===== src/rtl/fracn_div_pkg.sv =====
`timescale 1ns/1ps
package fracn_div_pkg;
   // Implementation choice for the period counter.
   typedef enum logic {
      CNT_UP   = 1'b0,
      CNT_DOWN = 1'b1
   } cnt_style_e;

   // Smallest ratio the counter can realise while keeping the pulse one clock wide.
   localparam int unsigned MIN_RATIO = 2;
endpackage


===== src/rtl/fracn_div_ratio.sv =====
`timescale 1ns/1ps
module fracn_div_ratio #(
   parameter int N_W = 8
) (
   input  logic           clk,
   input  logic           rst,
   input  logic           load,
   input  logic [N_W-1:0] n_req,
   output logic [N_W-1:0] n_lim,
   output logic [N_W-1:0] n_act
);
   localparam logic [N_W-1:0] FLOOR = N_W'(fracn_div_pkg::MIN_RATIO);

   // Raise ratios that are too small to the floor.
   assign n_lim = (n_req < FLOOR) ? FLOOR : n_req;

   // The ratio is held for a whole period. It is reloaded only at a boundary or in reset.
   always_ff @(posedge clk) begin
      if (rst || load) n_act <= n_lim;
   end

   // the ratio in use never drops below the floor.
   p_floor_r4: assert property (@(posedge clk) disable iff (rst)
      n_act >= FLOOR);
endmodule


===== src/rtl/fracn_div_acc.sv =====
`timescale 1ns/1ps
module fracn_div_acc #(
   parameter int F_W = 8
) (
   input  logic           clk,
   input  logic           rst,
   input  logic           step,
   input  logic [F_W-1:0] frac,
   output logic           carry_nxt,
   output logic           mod_hi
);
   logic [F_W-1:0] acc_q;
   logic [F_W:0]   sum;

   assign sum       = {1'b0, acc_q} + {1'b0, frac};
   assign carry_nxt = sum[F_W];

   // One accumulation per output period. The carry selects the long modulus.
   always_ff @(posedge clk) begin
      if (rst) begin
         acc_q  <= '0;
         mod_hi <= 1'b0;
      end else if (step) begin
         acc_q  <= sum[F_W-1:0];
         mod_hi <= sum[F_W];
      end
   end

   // a zero fraction can never select the long modulus.
   p_zero_frac_r8: assert property (@(posedge clk) disable iff (rst)
      (step && frac == '0) |=> !mod_hi);
endmodule


===== src/rtl/fracn_div_cnt.sv =====
`timescale 1ns/1ps
module fracn_div_cnt #(
   parameter int                         N_W   = 8,
   parameter fracn_div_pkg::cnt_style_e STYLE = fracn_div_pkg::CNT_DOWN
) (
   input  logic         clk,
   input  logic         rst,
   input  logic [N_W:0] cur_len,
   input  logic [N_W:0] nxt_len,
   input  logic [N_W:0] rst_len,
   output logic         term
);
   localparam logic [N_W:0] ONE = (N_W+1)'(1);

   generate
      if (STYLE == fracn_div_pkg::CNT_UP) begin : g_up
         // Count up from zero. Compare against the length of the period in progress.
         logic [N_W-1:0] cnt_q;
         logic [N_W:0]   last;
         assign last = cur_len - ONE;
         assign term = ({1'b0, cnt_q} == last);
         always_ff @(posedge clk) begin
            if (rst)       cnt_q <= '0;
            else if (term) cnt_q <= '0;
            else           cnt_q <= cnt_q + 1'b1;
         end
      end else begin : g_down
         // Count down to zero. Preload the length of the next period at the boundary.
         logic [N_W-1:0] rem_q;
         logic [N_W:0]   rst_m1;
         logic [N_W:0]   nxt_m1;
         assign rst_m1 = rst_len - ONE;
         assign nxt_m1 = nxt_len - ONE;
         assign term   = (rem_q == '0);
         always_ff @(posedge clk) begin
            if (rst)       rem_q <= rst_m1[N_W-1:0];
            else if (term) rem_q <= nxt_m1[N_W-1:0];
            else           rem_q <= rem_q - 1'b1;
         end
      end
   endgenerate

   // a terminal count is always followed by a non-terminal clock.
   p_term_gap_r7: assert property (@(posedge clk) disable iff (rst)
      term |=> !term);
endmodule


===== src/rtl/fracn_div.sv =====
`timescale 1ns/1ps
module fracn_div #(
   parameter int                         N_W       = 8,
   parameter int                         F_W       = 8,
   parameter fracn_div_pkg::cnt_style_e CNT_STYLE = fracn_div_pkg::CNT_DOWN
) (
   input  logic           clk,
   input  logic           rst,
   input  logic [N_W-1:0] n_in,
   input  logic [F_W-1:0] frac_in,
   output logic           div_pulse,
   output logic           mod_hi
);
   localparam int L_W = N_W + 1;

   // Parameter legality checks at elaboration.
   if (N_W < 2 || N_W > 30) begin : g_bad_nw
      $error("fracn_div: N_W must lie in 2..30");
   end
   if (F_W < 1 || F_W > 30) begin : g_bad_fw
      $error("fracn_div: F_W must lie in 1..30");
   end

   logic [N_W-1:0] n_lim;
   logic [N_W-1:0] n_act;
   logic           carry_nxt;
   logic           term;
   logic [L_W-1:0] cur_len;
   logic [L_W-1:0] nxt_len;
   logic [L_W-1:0] rst_len;

   fracn_div_ratio #(.N_W(N_W)) ratio_i (
      .clk   (clk),
      .rst   (rst),
      .load  (term),
      .n_req (n_in),
      .n_lim (n_lim),
      .n_act (n_act)
   );

   fracn_div_acc #(.F_W(F_W)) acc_i (
      .clk       (clk),
      .rst       (rst),
      .step      (term),
      .frac      (frac_in),
      .carry_nxt (carry_nxt),
      .mod_hi    (mod_hi)
   );

   assign cur_len = {1'b0, n_act} + L_W'(mod_hi);
   assign nxt_len = {1'b0, n_lim} + L_W'(carry_nxt);
   assign rst_len = {1'b0, n_lim};

   fracn_div_cnt #(.N_W(N_W), .STYLE(CNT_STYLE)) cnt_i (
      .clk     (clk),
      .rst     (rst),
      .cur_len (cur_len),
      .nxt_len (nxt_len),
      .rst_len (rst_len),
      .term    (term)
   );

   assign div_pulse = term;

   // Checker state: clocks elapsed since the last pulse or since reset.
   localparam logic [L_W:0] GAP_MAX = (L_W+1)'((1 << N_W) - 1);
   logic [L_W:0] gap_q;
   always_ff @(posedge clk) begin
      if (rst || div_pulse) gap_q <= '0;
      else                  gap_q <= gap_q + 1'b1;
   end

   // no period is shorter than two clocks.
   p_gap_floor_r4: assert property (@(posedge clk) disable iff (rst)
      div_pulse |-> (gap_q >= (L_W+1)'(1)));

   // no period is longer than 2^N_W clocks.
   p_gap_ceil_r1: assert property (@(posedge clk) disable iff (rst)
      gap_q <= GAP_MAX);

   // the modulus flag changes only at a period boundary.
   p_flag_hold_r5: assert property (@(posedge clk) disable iff (rst)
      !div_pulse |=> $stable(mod_hi));

   // reset leaves no pulse and the short modulus selected.
   p_reset_state_r6: assert property (@(posedge clk)
      rst |=> (!div_pulse && !mod_hi));
endmodule


===== config.mk =====
export PLATFORM = sky130hd
export DESIGN_NAME = fracn_div
export DESIGN_NICKNAME = d
export VERILOG_FILES = /design/src/rtl/fracn_div_pkg.sv /design/src/rtl/fracn_div_ratio.sv /design/src/rtl/fracn_div_acc.sv /design/src/rtl/fracn_div_cnt.sv /design/src/rtl/fracn_div.sv
export SDC_FILE = /design/constraint.sdc
export NUM_CORES = 1
export LEC_CHECK = 0
export BUFFER_PORTS_ARGS = -buffer_cell sky130_fd_sc_hd__buf_2
export CAP_MARGIN = 20
export CORE_UTILIZATION = 48
export CTS_BUF_LIST = sky130_fd_sc_hd__clkbuf_8 sky130_fd_sc_hd__clkbuf_16
export DETAILED_ROUTE_END_ITERATION = 10
export PLACE_DENSITY = 0.69
export SYNTH_ARGS = -nofsm -noshare
export SYNTH_HDL_FRONTEND = slang
export SYNTH_SLANG_ARGS = --single-unit

===== constraint.sdc =====
create_clock -name clk -period 5.2 [get_ports clk]
set_input_delay 0.52 -clock clk [delete_from_list [all_inputs] [get_ports clk]]
set_output_delay 0.52 -clock clk [all_outputs]
set_load 0.01 [all_outputs]

==> results of run 1 <==
[cells in the final DEF, fill, tap and decap left out, drive strengths merged, types with 3 or more instances in the layout]
cell type and count:
clkbuf 3, ha 12, o21ai 6, buf 19, a21o 5, nor2 15, nand3 4, inv 5
or3 4, xnor2 5, dfxtp 17, mux2i 3, nand2 20, xor2 3, a21oi 14
[power by group through the flow]
| stage | clock [mW] | combinational, mW | sequential (mW) |
|---|---|---|---|
| CTS | 0.102 | 0.0647 | 0.152 |
| floorplan | 0 | 0.0461 | 0.152 |
| global placement | 0 | 0.0639 | 0.154 |
| finish | 0.0987 | 0.0648 | 0.152 |
| global route | 0.109 | 0.0736 | 0.153 |
| detailed placement | 0 | 0.0640 | 0.155 |
[final timing paths]
path	from	to	slack (ps)	cells past startpoint
worst max-delay path	frac_in[0]	cnt_i.g_down.rem_q[6]	2340	12
worst min-delay path	acc_i.acc_q[4]	acc_i.acc_q[4]	460	2
worst max register to register	acc_i.acc_q[0]	cnt_i.g_down.rem_q[6]	2390	11
worst min register to register	acc_i.acc_q[4]	acc_i.acc_q[4]	460	2
[final cells by class]
class                      instances  area, µm²  share of cell area (%)
multi-input combinational        130      923.4                   63.40
sequential                        17      340.3                   23.37
timing repair buffer              19      95.09                   6.529
clock buffer                       3      41.29                   2.835
tap                               30      37.54                   2.577
inverter                           4      15.01                   1.031
clock inverter                     1      3.754                  0.2577
[worst max-delay path, stage by stage]
cell	delay (ps)
buf_2	100
ha_1	220
fa_1	420
a21o_1	210
a22oi_1	200
o2bb2ai_1	280
ha_1	230
ha_1	240
a21o_1	140
a21oi_1	50
or3_1	300
a22oi_1	130
[state kept, by name, indices dropped and copies added, names as in the netlist]
signal,flops
acc_i.acc_q,8
cnt_i.g_down.rem_q,8
acc_i.mod_hi,1
[cell usage after synthesis, drive strengths merged (4+ instances only)]
cell type  instances
o21ai              6
ha                12
a21oi             14
inv                4
dfxtp             17
a21o               5
nor2              15
nand2             20
or3                4
nand3              4
xnor2              5
[metrics by stage]
stage	cell area, µm²	setup WS (ps)	hold WS (ps)	utilization (%)	power, mW
2_1_floorplan	1311	2447	435.6	-	0.1982
5_1_grt	1456	2189	504.7	57.74	0.3355
3_5_place_dp	1411	2096	451.7	55.95	0.2190
3_3_place_gp	1411	2213	444.6	55.95	0.2182
4_1_cts	1456	2348	461.6	57.74	0.3182
6_report	1456	2340	457.0	57.74	0.3156
[cells by family after synthesis]
group | Yosys count | synth area share, %
and+or+nand+nor | 56 | 23.19
AOI/OAI and AO/OA | 49 | 25.77
DFF | 17 | 25.95
adders and majority gates | 13 | 12.98
buffers and inverters | 10 | 3.626
xor gates and xnor gates | 8 | 5.344
muxes | 4 | 3.149
[routing by layer]
| metal | part of all wire (%) | global-route usage (%) | vias to the layer above | wire, µm |
|---|---|---|---|---|
| met4 | 0.48 | 5.128 | 0 | 14 |
| met5 | 0 | 0 | - | 0 |
| met2 | 45 | 36.18 | 34 | 1301 |
| met1 | 49 | 31.70 | 554 | 1428 |
| li1 | - | - | 622 | - |
| met3 | 5.3 | 4.167 | 2 | 155 |
==> impl_metrics.env, run 1 <==
export IMPL_outcome="complete, no violations"
export IMPL_instances_no_fill=204
export IMPL_syn_area_mm2=0.001311
export IMPL_grt_setup_unrepaired="false"
export IMPL_htree_levels=1
export IMPL_coreArea_mm2=0.002522
export IMPL_route_vias_total=1212
export IMPL_num_rows=18
export IMPL_drt_initial_drc_count=30
export IMPL_drive_gt1_share_pct=16.67
export IMPL_die_w_um=54.27
export IMPL_die_area_mm2=0.002945
export IMPL_initial_core_util_pct=51.98
export IMPL_post_cts_buffers=0
export IMPL_synth_area_top_cells="dfxtp_1, ha_1, nand2_1"
export IMPL_antenna_found_initial=0
export IMPL_cp_required_ps=5380
export IMPL_synthesis_instances=157
export IMPL_powerDensity_mw_per_mm2=216.7
export IMPL_gp_congestion=0.7705
export IMPL_arrival_ps=3040
export IMPL_clockRootBuffer="clkbuf_8"
export IMPL_synth_top_area_share_pct=25.95
export IMPL_fin_crit_ps=2860
export IMPL_synth_ff_type="dfxtp_1"
export IMPL_grt_total_usage_pct=22.76
export IMPL_async_flop_share_pct=0
export IMPL_grt_overflow=0
export IMPL_area_growth_syn_to_layout_pct=11.07
export IMPL_portBuffers=19
export IMPL_power_share_clock_pct=31.3
export IMPL_drt_total_wl_mm=2.899
export IMPL_cts_resized=0
export IMPL_hold_class="flip-flop to flip-flop"
export IMPL_drv_cap=0
export IMPL_p_int_mw=0.2229
export IMPL_cts_tree="yes"
export IMPL_cts_inserted_buffers=3
export IMPL_startpoint_type="input port"
export IMPL_fin_crit_sh_pct=55.01
export IMPL_synth_warning_count=0
export IMPL_yosysUniqueCellTypes=48
export IMPL_peakVddDrop_mv=0.1479
export IMPL_yosysSeqAreaShare_pct=25.95
export IMPL_p_seq_share_pct=48.2
export IMPL_synth_fp_nets=188
export IMPL_clockBufferDepth=2
export IMPL_holdBufCountCts=0
export IMPL_finalSetupViolations=0
export IMPL_switchingPower_mw=0.09265
export IMPL_nets=206
export IMPL_postSynthAreaPerCell_um2=8.352
export IMPL_yosysTopAreaCell="dfxtp_1"
export IMPL_clkTransAtPathRegs_ps=70
export IMPL_insertion_delay_ps=250
export IMPL_grt_pass1_wl_mm=4.905
export IMPL_final_hold_viol_count=0
export IMPL_drc_errors=0
export IMPL_wl_per_cell_um=14.21
export IMPL_grt_pass1_vias=1107
export IMPL_combinationalPowerShare_pct=20.5
export IMPL_dp_hpwl_mm=2.147
export IMPL_power_leakage_nw=0.6093
export IMPL_numClockSinks=17
export IMPL_ys_seq_elements=17
export IMPL_die_h_um=54.27
export IMPL_fillers=253
export IMPL_worstPathMaxFanout=6
export IMPL_ios=20
export IMPL_grt_max_degree=31
export IMPL_diodes=0
export IMPL_skew_ps=5.346
export IMPL_vias_per_cell=5.941
export IMPL_first_pass_iters=4
export IMPL_drv_slew=0
export IMPL_relSlewSlack_pct=56.64
export IMPL_fmax_mhz=349.6
export IMPL_worstMarginPinSlew_ps=649.7
export IMPL_drtAntennaViolNets=0
export IMPL_swShare_pct=29.36
export IMPL_setup_tns_ps=0
export IMPL_dp_cells=200
export IMPL_cp_end_kind="flip-flop"
export IMPL_worstSetupPathType="input port to flip-flop"
export IMPL_synth_enable_flop_cells=0
(Power assumes the default switching activity.)
==> run 2: changes to the inputs <==
--- a/config.mk
+++ b/config.mk
@@ -5,6 +5,7 @@
 export SDC_FILE = /design/constraint.sdc
 export NUM_CORES = 1
 export LEC_CHECK = 0
+export ABC_AREA = 1
 export BUFFER_PORTS_ARGS = -buffer_cell sky130_fd_sc_hd__buf_2
 export CAP_MARGIN = 20
 export CORE_UTILIZATION = 48
==> constraint.sdc (replaced) <==
create_clock -name clk -period 2.85 [get_ports clk]
set_input_delay 0.285 -clock clk [delete_from_list [all_inputs] [get_ports clk]]
set_output_delay 0.285 -clock clk [all_outputs]
set_load 0.01 [all_outputs]
==> run 2 against run 1 <==
Clock-buffer cell count stayed put. Routed wire length is 4.7% higher. Non-clock buffer count is 2 higher. Critical path depth is 2 higher. Synthesized area is 11% higher. Critical path type is now flip-flop to flip-flop. Critical endpoint is now cnt_i.g_down.rem_q[4]. Largest power group unchanged. Highest routed layer unchanged.
==> impl_metrics.env, run 2 <==
export IMPL_outcome="complete, no violations"
export IMPL_route_vias_total=1370
export IMPL_clkTransAtPathRegs_ps=70
export IMPL_yosysUniqueCellTypes=29
export IMPL_finalSetupViolations=0
export IMPL_fillers=305
export IMPL_nets=270
export IMPL_skew_ps=7.036
export IMPL_drc_errors=0
export IMPL_ios=20
export IMPL_clockRootBuffer="clkbuf_8"
export IMPL_drtAntennaViolNets=0
export IMPL_critPathSlowestCell="fa_1"
export IMPL_portBuffers=19
export IMPL_antenna_found_initial=0
export IMPL_setup_tns_ps=0
export IMPL_numClockSinks=17
export IMPL_synth_enable_flop_cells=0
export IMPL_vias_per_cell=5.093
export IMPL_arrival_ps=2500
export IMPL_gp_congestion=0.9049
export IMPL_cp_end_kind="flip-flop"
export IMPL_cts_tree="yes"
export IMPL_p_int_mw=0.4178
export IMPL_num_rows=19
export IMPL_p_seq_share_pct=44.9
export IMPL_setup_ws_ps=504.1
export IMPL_path_buf_inv=1
export IMPL_switchingPower_mw=0.1929
export IMPL_diodes=0
export IMPL_worstPathMaxFanout=4
export IMPL_cts_inserted_buffers=3
export IMPL_grt_overflow=0
export IMPL_top_regs="acc_i.acc_q: 8 flops, cnt_i.g_down.rem_q: 8 flops, acc_i.mod_hi: 1 flops"
export IMPL_fin_crit_sh_pct=82.31
export IMPL_swShare_pct=31.58
export IMPL_holdBufCountCts=0
export IMPL_die_w_um=56.99
export IMPL_worstPathCellList="ha_1 > fa_1 > nand3_1 > nand2_1 > nand2_1 > nand2_2 > inv_1 > ha_1 > ha_1 > nand2_1 > xor2_1 > nand2_1 > a21oi_1 > a21o_1"
export IMPL_synth_ff_type="dfxtp_1"
export IMPL_synth_top_area_share_pct=23.45
export IMPL_peakVddDrop_mv=0.3164
export IMPL_worstSetupPathType="flip-flop to flip-flop"
export IMPL_grt_total_usage_pct=20.61
export IMPL_grt_max_degree=14
export IMPL_coreArea_mm2=0.002805
export IMPL_first_pass_iters=5
export IMPL_area_growth_syn_to_layout_pct=11.21
export IMPL_post_cts_buffers=0
export IMPL_hold_class="input port to flip-flop"
export IMPL_synth_fp_nets=249
export IMPL_startpoint_type="flip-flop"
export IMPL_insertion_delay_ps=250
export IMPL_ys_seq_elements=17
export IMPL_initial_core_util_pct=51.74
export IMPL_powerDensity_mw_per_mm2=378.3
export IMPL_drt_total_wl_mm=3.036
export IMPL_relSlewSlack_pct=75.50
export IMPL_grt_setup_unrepaired="false"
export IMPL_reg2reg_from="acc_i.acc_q[0]"
export IMPL_final_hold_viol_count=0
export IMPL_worstHoldStart="n_in[7]"
export IMPL_cp_required_ps=3010
export IMPL_synth_area_top_cells="dfxtp_1, nand2_1, ha_1"
export IMPL_multi_input_area_um2=952.2
export IMPL_syn_area_mm2=0.001451
export IMPL_fin_crit_ps=2346
export IMPL_dp_hpwl_mm=2.487
export IMPL_clockBufferDepth=2
export IMPL_critPathLaunch="acc_i.acc_q[0]"
export IMPL_cp_common_cell="nand2_1"
export IMPL_final_common_cell="nand2_1"
export IMPL_drv_slew=0
export IMPL_drive_gt1_share_pct=17.23
export IMPL_wl_per_cell_um=11.29
export IMPL_grt_pass1_wl_mm=5.264
export IMPL_yosysSeqAreaShare_pct=23.45
export IMPL_yosysTopAreaCell="dfxtp_1"
export IMPL_combinationalPowerShare_pct=25.7
export IMPL_dpl_worst_slack_ps=398.2
export IMPL_htree_levels=1
export IMPL_power_leakage_nw=0.8657
export IMPL_yosysMostFrequentCell="nand2_1"
export IMPL_die_h_um=56.99
export IMPL_synth_warning_count=0
export IMPL_fmax_mhz=426.3
export IMPL_drv_cap=0
export IMPL_ys_top_cells_by_count="nand2_1, inv_1, nor2_1"
export IMPL_max_stage_delay_ps=410
export IMPL_drt_initial_drc_count=54
export IMPL_grt_pass1_vias=1241
export IMPL_async_flop_share_pct=0
export IMPL_power_share_clock_pct=29.4
export IMPL_regArea_um2=340.3
export IMPL_final_cell_mix="nand2_1, inv_1, nor2_1"
export IMPL_critPathTopFamily="adder cells"
export IMPL_cts_resized=0
export IMPL_synthesis_instances=218
export IMPL_worstMarginPinSlew_ps=367.1
export IMPL_postSynthAreaPerCell_um2=6.658
export IMPL_die_area_mm2=0.003248
## run 2: cell count changes in the layout (fill, tap and decap cells not counted), moves of 3 or more
cell     before  now
inv_1         5   30
inv_2         0    5
mux2i_1       3    0
nand2_1      20   41
nand3_1       3   12
nand4_1       0    3
nor2_1       15   29
nor2_2        0    4
nor2_4        0    3
o21ai_0       6   13
or3_1         3    0
xor2_1        3    9
## run 2: final cells by class
type                            count  share of cell area [%]
Inverter                           34                   7.907
Tap cell                           31                   2.403
Timing Repair Buffer               21                   6.822
Clock buffer                        3                   2.558
Clock inverter                      1                  0.2326
Multi-Input combinational cell    162                   58.99
Sequential cell                    17                   21.09
## run 2: worst register-to-register path, stage by stage (launching register included)
cell     delay [ps]
dfxtp_1         310
ha_1            200
fa_1            410
nand3_1         100
nand2_1         100
nand2_1          90
nand2_2          70
inv_1           110
ha_1            160
ha_1            190
nand2_1          80
xor2_1          140
nand2_1          70
a21oi_1          70
a21o_1          150
## run 2: through the flow
stage | hold slack [ps] | instance area, µm² | instances | power [mW] | util (%)
global placement | 492.0 | 1569 | 265 | 0.4347 | 55.93
finish | 314.9 | 1614 | 269 | 0.6107 | 57.54
floorplan | 444.6 | 1451 | 218 | 0.3927 | -
detailed placement | 491.1 | 1569 | 265 | 0.4351 | 55.93
CTS | 311.9 | 1614 | 269 | 0.6175 | 57.54
global route | 347.6 | 1614 | 269 | 0.6511 | 57.54
## run 2: final timing paths
kind / cells after the start / to / slack (ps)
setup / recovery: 14 / cnt_i.g_down.rem_q[4] / 500
hold / removal: 3 / cnt_i.g_down.rem_q[7] / 310
setup reg to reg: 14 / cnt_i.g_down.rem_q[4] / 500
hold reg to reg: 2 / acc_i.mod_hi / 500
## run 2: power by group through the flow
stage	clock network [mW]	logic, mW	registers (mW)
2_1_floorplan	0	0.116	0.276
3_3_place_gp	0	0.156	0.279
3_5_place_dp	0	0.156	0.279
4_1_cts	0.187	0.157	0.274
5_1_grt	0.197	0.178	0.276
6_report	0.180	0.157	0.274
## run 2: routing by layer
metal | routed length [µm] | up-vias | global-route usage, %
met2 | 1364 | 23 | 32.94
li1 | - | 737 | -
met1 | 1561 | 608 | 28.31
met5 | 0 | - | 0
met4 | 17 | 0 | 4.530
met3 | 93 | 2 | 4.989
## run 2: cell families (layout without fill, tap and decap cells)
family                     after synthesis  count (layout)  share of synthesized area, %
buffers and inverters                   39              59                         10.95
AOI/OAI and AO/OA                       35              35                         13.53
DFF                                     17              17                         23.45
and+or+nand+nor                        100             100                         31.90
adders and majority gates               13              13                         11.72
xor gates and xnor gates                14              14                         8.448
==> run 3: changes to the inputs <==
--- a/config.mk
+++ b/config.mk
@@ -11,7 +11,7 @@
 export CORE_UTILIZATION = 48
 export CTS_BUF_LIST = sky130_fd_sc_hd__clkbuf_8 sky130_fd_sc_hd__clkbuf_16
 export DETAILED_ROUTE_END_ITERATION = 10
-export PLACE_DENSITY = 0.69
+export PLACE_DENSITY = 0.71
 export SYNTH_ARGS = -nofsm -noshare
 export SYNTH_HDL_FRONTEND = slang
 export SYNTH_SLANG_ARGS = --single-unit
==> constraint.sdc (replaced) <==
create_clock -name clk -period 2.15 [get_ports clk]
set_input_delay 0.215 -clock clk [delete_from_list [all_inputs] [get_ports clk]]
set_output_delay 0.215 -clock clk [all_outputs]
set_load 0.01 [all_outputs]
==> run 3 against run 2 <==
Via count grew 3.6%. Clock skew fell by 5.2 ps. Global-route usage is 0.73 points higher. Hold slack worse by 71 ps. Critical path type unchanged. Largest cell class unchanged. Largest power group unchanged.
==> impl_metrics.env, run 3 (same netlist as run 2, synthesis figures left out) <==
export IMPL_outcome="complete, no violations"
export IMPL_fmax_mhz=494.2
export IMPL_final_cell_mix="nand2_1, inv_1, nor2_1"
export IMPL_cp_end_kind="flip-flop"
export IMPL_setup_tns_ps=0
export IMPL_power_share_clock_pct=29.0
export IMPL_rrSetupSlack_ps=130
export IMPL_numClockSinks=17
export IMPL_worstPathMaxFanout=3
export IMPL_drive_gt1_share_pct=23.98
export IMPL_final_common_cell="nand2_1"
export IMPL_drtAntennaViolNets=0
export IMPL_cts_inserted_buffers=3
export IMPL_combinationalPowerShare_pct=27.2
export IMPL_area_growth_syn_to_layout_pct=19.14
export IMPL_p_total_mw=0.8287
export IMPL_wl_per_cell_um=11.69
export IMPL_insertion_delay_ps=260
export IMPL_top_regs="acc_i.acc_q: 8 flops, cnt_i.g_down.rem_q: 8 flops, acc_i.mod_hi: 1 flops"
export IMPL_final_util_pct=61.64
export IMPL_holdBufCountCts=0
export IMPL_diodes=0
export IMPL_die_area_mm2=0.003248
export IMPL_peakVddDrop_mv=0.3059
export IMPL_setup_ws_ps=126.6
export IMPL_finalSetupViolations=0
export IMPL_clockRootBuffer="clkbuf_8"
export IMPL_grt_overflow=0
export IMPL_multi_input_area_mm2=0.001006
export IMPL_relSlewSlack_pct=73.32
export IMPL_ios=20
export IMPL_p_seq_share_pct=43.8
export IMPL_dp_hpwl_mm=2.467
export IMPL_drt_total_wl_mm=3.237
export IMPL_arrival_ps=2180
export IMPL_drv_slew=0
export IMPL_grt_pass1_wl_mm=5.451
export IMPL_fillers=274
export IMPL_die_w_um=56.99
export IMPL_worstSetupPathType="flip-flop to flip-flop"
export IMPL_nets=278
export IMPL_final_hold_viol_count=0
export IMPL_cp_required_ps=2310
export IMPL_p_int_mw=0.5628
export IMPL_grt_max_degree=14
export IMPL_clkTransAtPathRegs_ps=70
export IMPL_fin_crit_sh_pct=94.11
export IMPL_coreArea_mm2=0.002805
export IMPL_gp_congestion=0.9276
export IMPL_power_leakage_nw=0.9070
export IMPL_timing_hold_ws_ps=244.0
export IMPL_startpoint_type="flip-flop"
export IMPL_drv_cap=0
export IMPL_route_vias_total=1420
export IMPL_instances_no_fill=277
export IMPL_regArea_um2=341.6
export IMPL_switchingPower_mw=0.2659
export IMPL_initial_core_util_pct=51.74
export IMPL_first_pass_iters=4
export IMPL_grt_total_usage_pct=21.34
export IMPL_drt_initial_drc_count=83
export IMPL_vias_per_cell=5.126
export IMPL_skew_ps=1.843
export IMPL_powerDensity_mw_per_mm2=479.2
export IMPL_dpl_worst_slack_ps=-16.82
export IMPL_final_area_mm2=0.001729
export IMPL_grt_pass1_vias=1253
export IMPL_clockBufferDepth=2
export IMPL_num_rows=19
export IMPL_portBuffers=19
export IMPL_cts_tree="yes"
export IMPL_dpl_cell_area_mm2=0.001612
export IMPL_hold_class="input port to flip-flop"
export IMPL_die_h_um=56.99
export IMPL_dp_cells=270
export IMPL_swShare_pct=32.09
export IMPL_worstMarginPinSlew_ps=399.7
export IMPL_htree_levels=1
export IMPL_antenna_found_initial=0
export IMPL_drc_errors=0
export IMPL_fin_crit_ps=2023
run 3: changes by cell type in the layout (fill, tap and decap cells not counted), sizes merged:
| cell | delta |
|---|---|
| buf | +8 |
run 3: power groups by stage:
stage          Combinational, mW  Sequential (mW)  Clock [mW]
6_report                   0.226            0.363       0.240
5_1_grt                    0.255            0.365       0.265
4_1_cts                    0.216            0.362       0.247
3_5_place_dp               0.212            0.370           0
3_3_place_gp               0.212            0.370           0
2_1_floorplan              0.155            0.366           0
run 3: path summary, 6_finish.rpt:
path,start,to,depth (start not counted)
worst min-delay path,n_in[7],cnt_i.g_down.rem_q[7],3
worst max register to register,acc_i.acc_q[0],cnt_i.g_down.rem_q[4],14
worst min register to register,acc_i.mod_hi,acc_i.mod_hi,2
worst max-delay path,acc_i.acc_q[0],cnt_i.g_down.rem_q[4],14
run 3: worst max-delay path, cell delays in order, from the launching register on:
cell and delay [ps]:
dfxtp_2 330, ha_4 160, fa_2 340, nand3_2 80, nand2_2 70, nand2_2 70
nand2_2 60, inv_2 80, ha_4 140, ha_4 130, nand2_1 60, xor2_1 140
nand2_1 60, a21oi_1 60, a21o_1 150
run 3: routing by layer:
| metal | up-vias | track usage (%) | routed length [µm] |
|---|---|---|---|
| met5 | - | 0 | 0 |
| met4 | 0 | 5.226 | 34 |
| met3 | 5 | 4.762 | 131 |
| met2 | 22 | 34.12 | 1489 |
| met1 | 640 | 29.31 | 1582 |
| li1 | 753 | - | - |
run 3: cell type report:
cell class	count	share of cell area, %
clock buffers	3	2.388
clock inverters	1	0.2171
inverters	34	7.381
multi-input cells	162	58.18
flip-flops and latches	17	19.75
well taps	31	2.243
repair buffers	29	9.841
run 3: what timing repair did:
action | CTS | global route
buffers inserted | 2 | 1
pin swaps | 1 | 2
resized for setup | 2 | 9
setup endpoints to repair | 1 | 3
endpoints found under the hold margin | 0 | 0
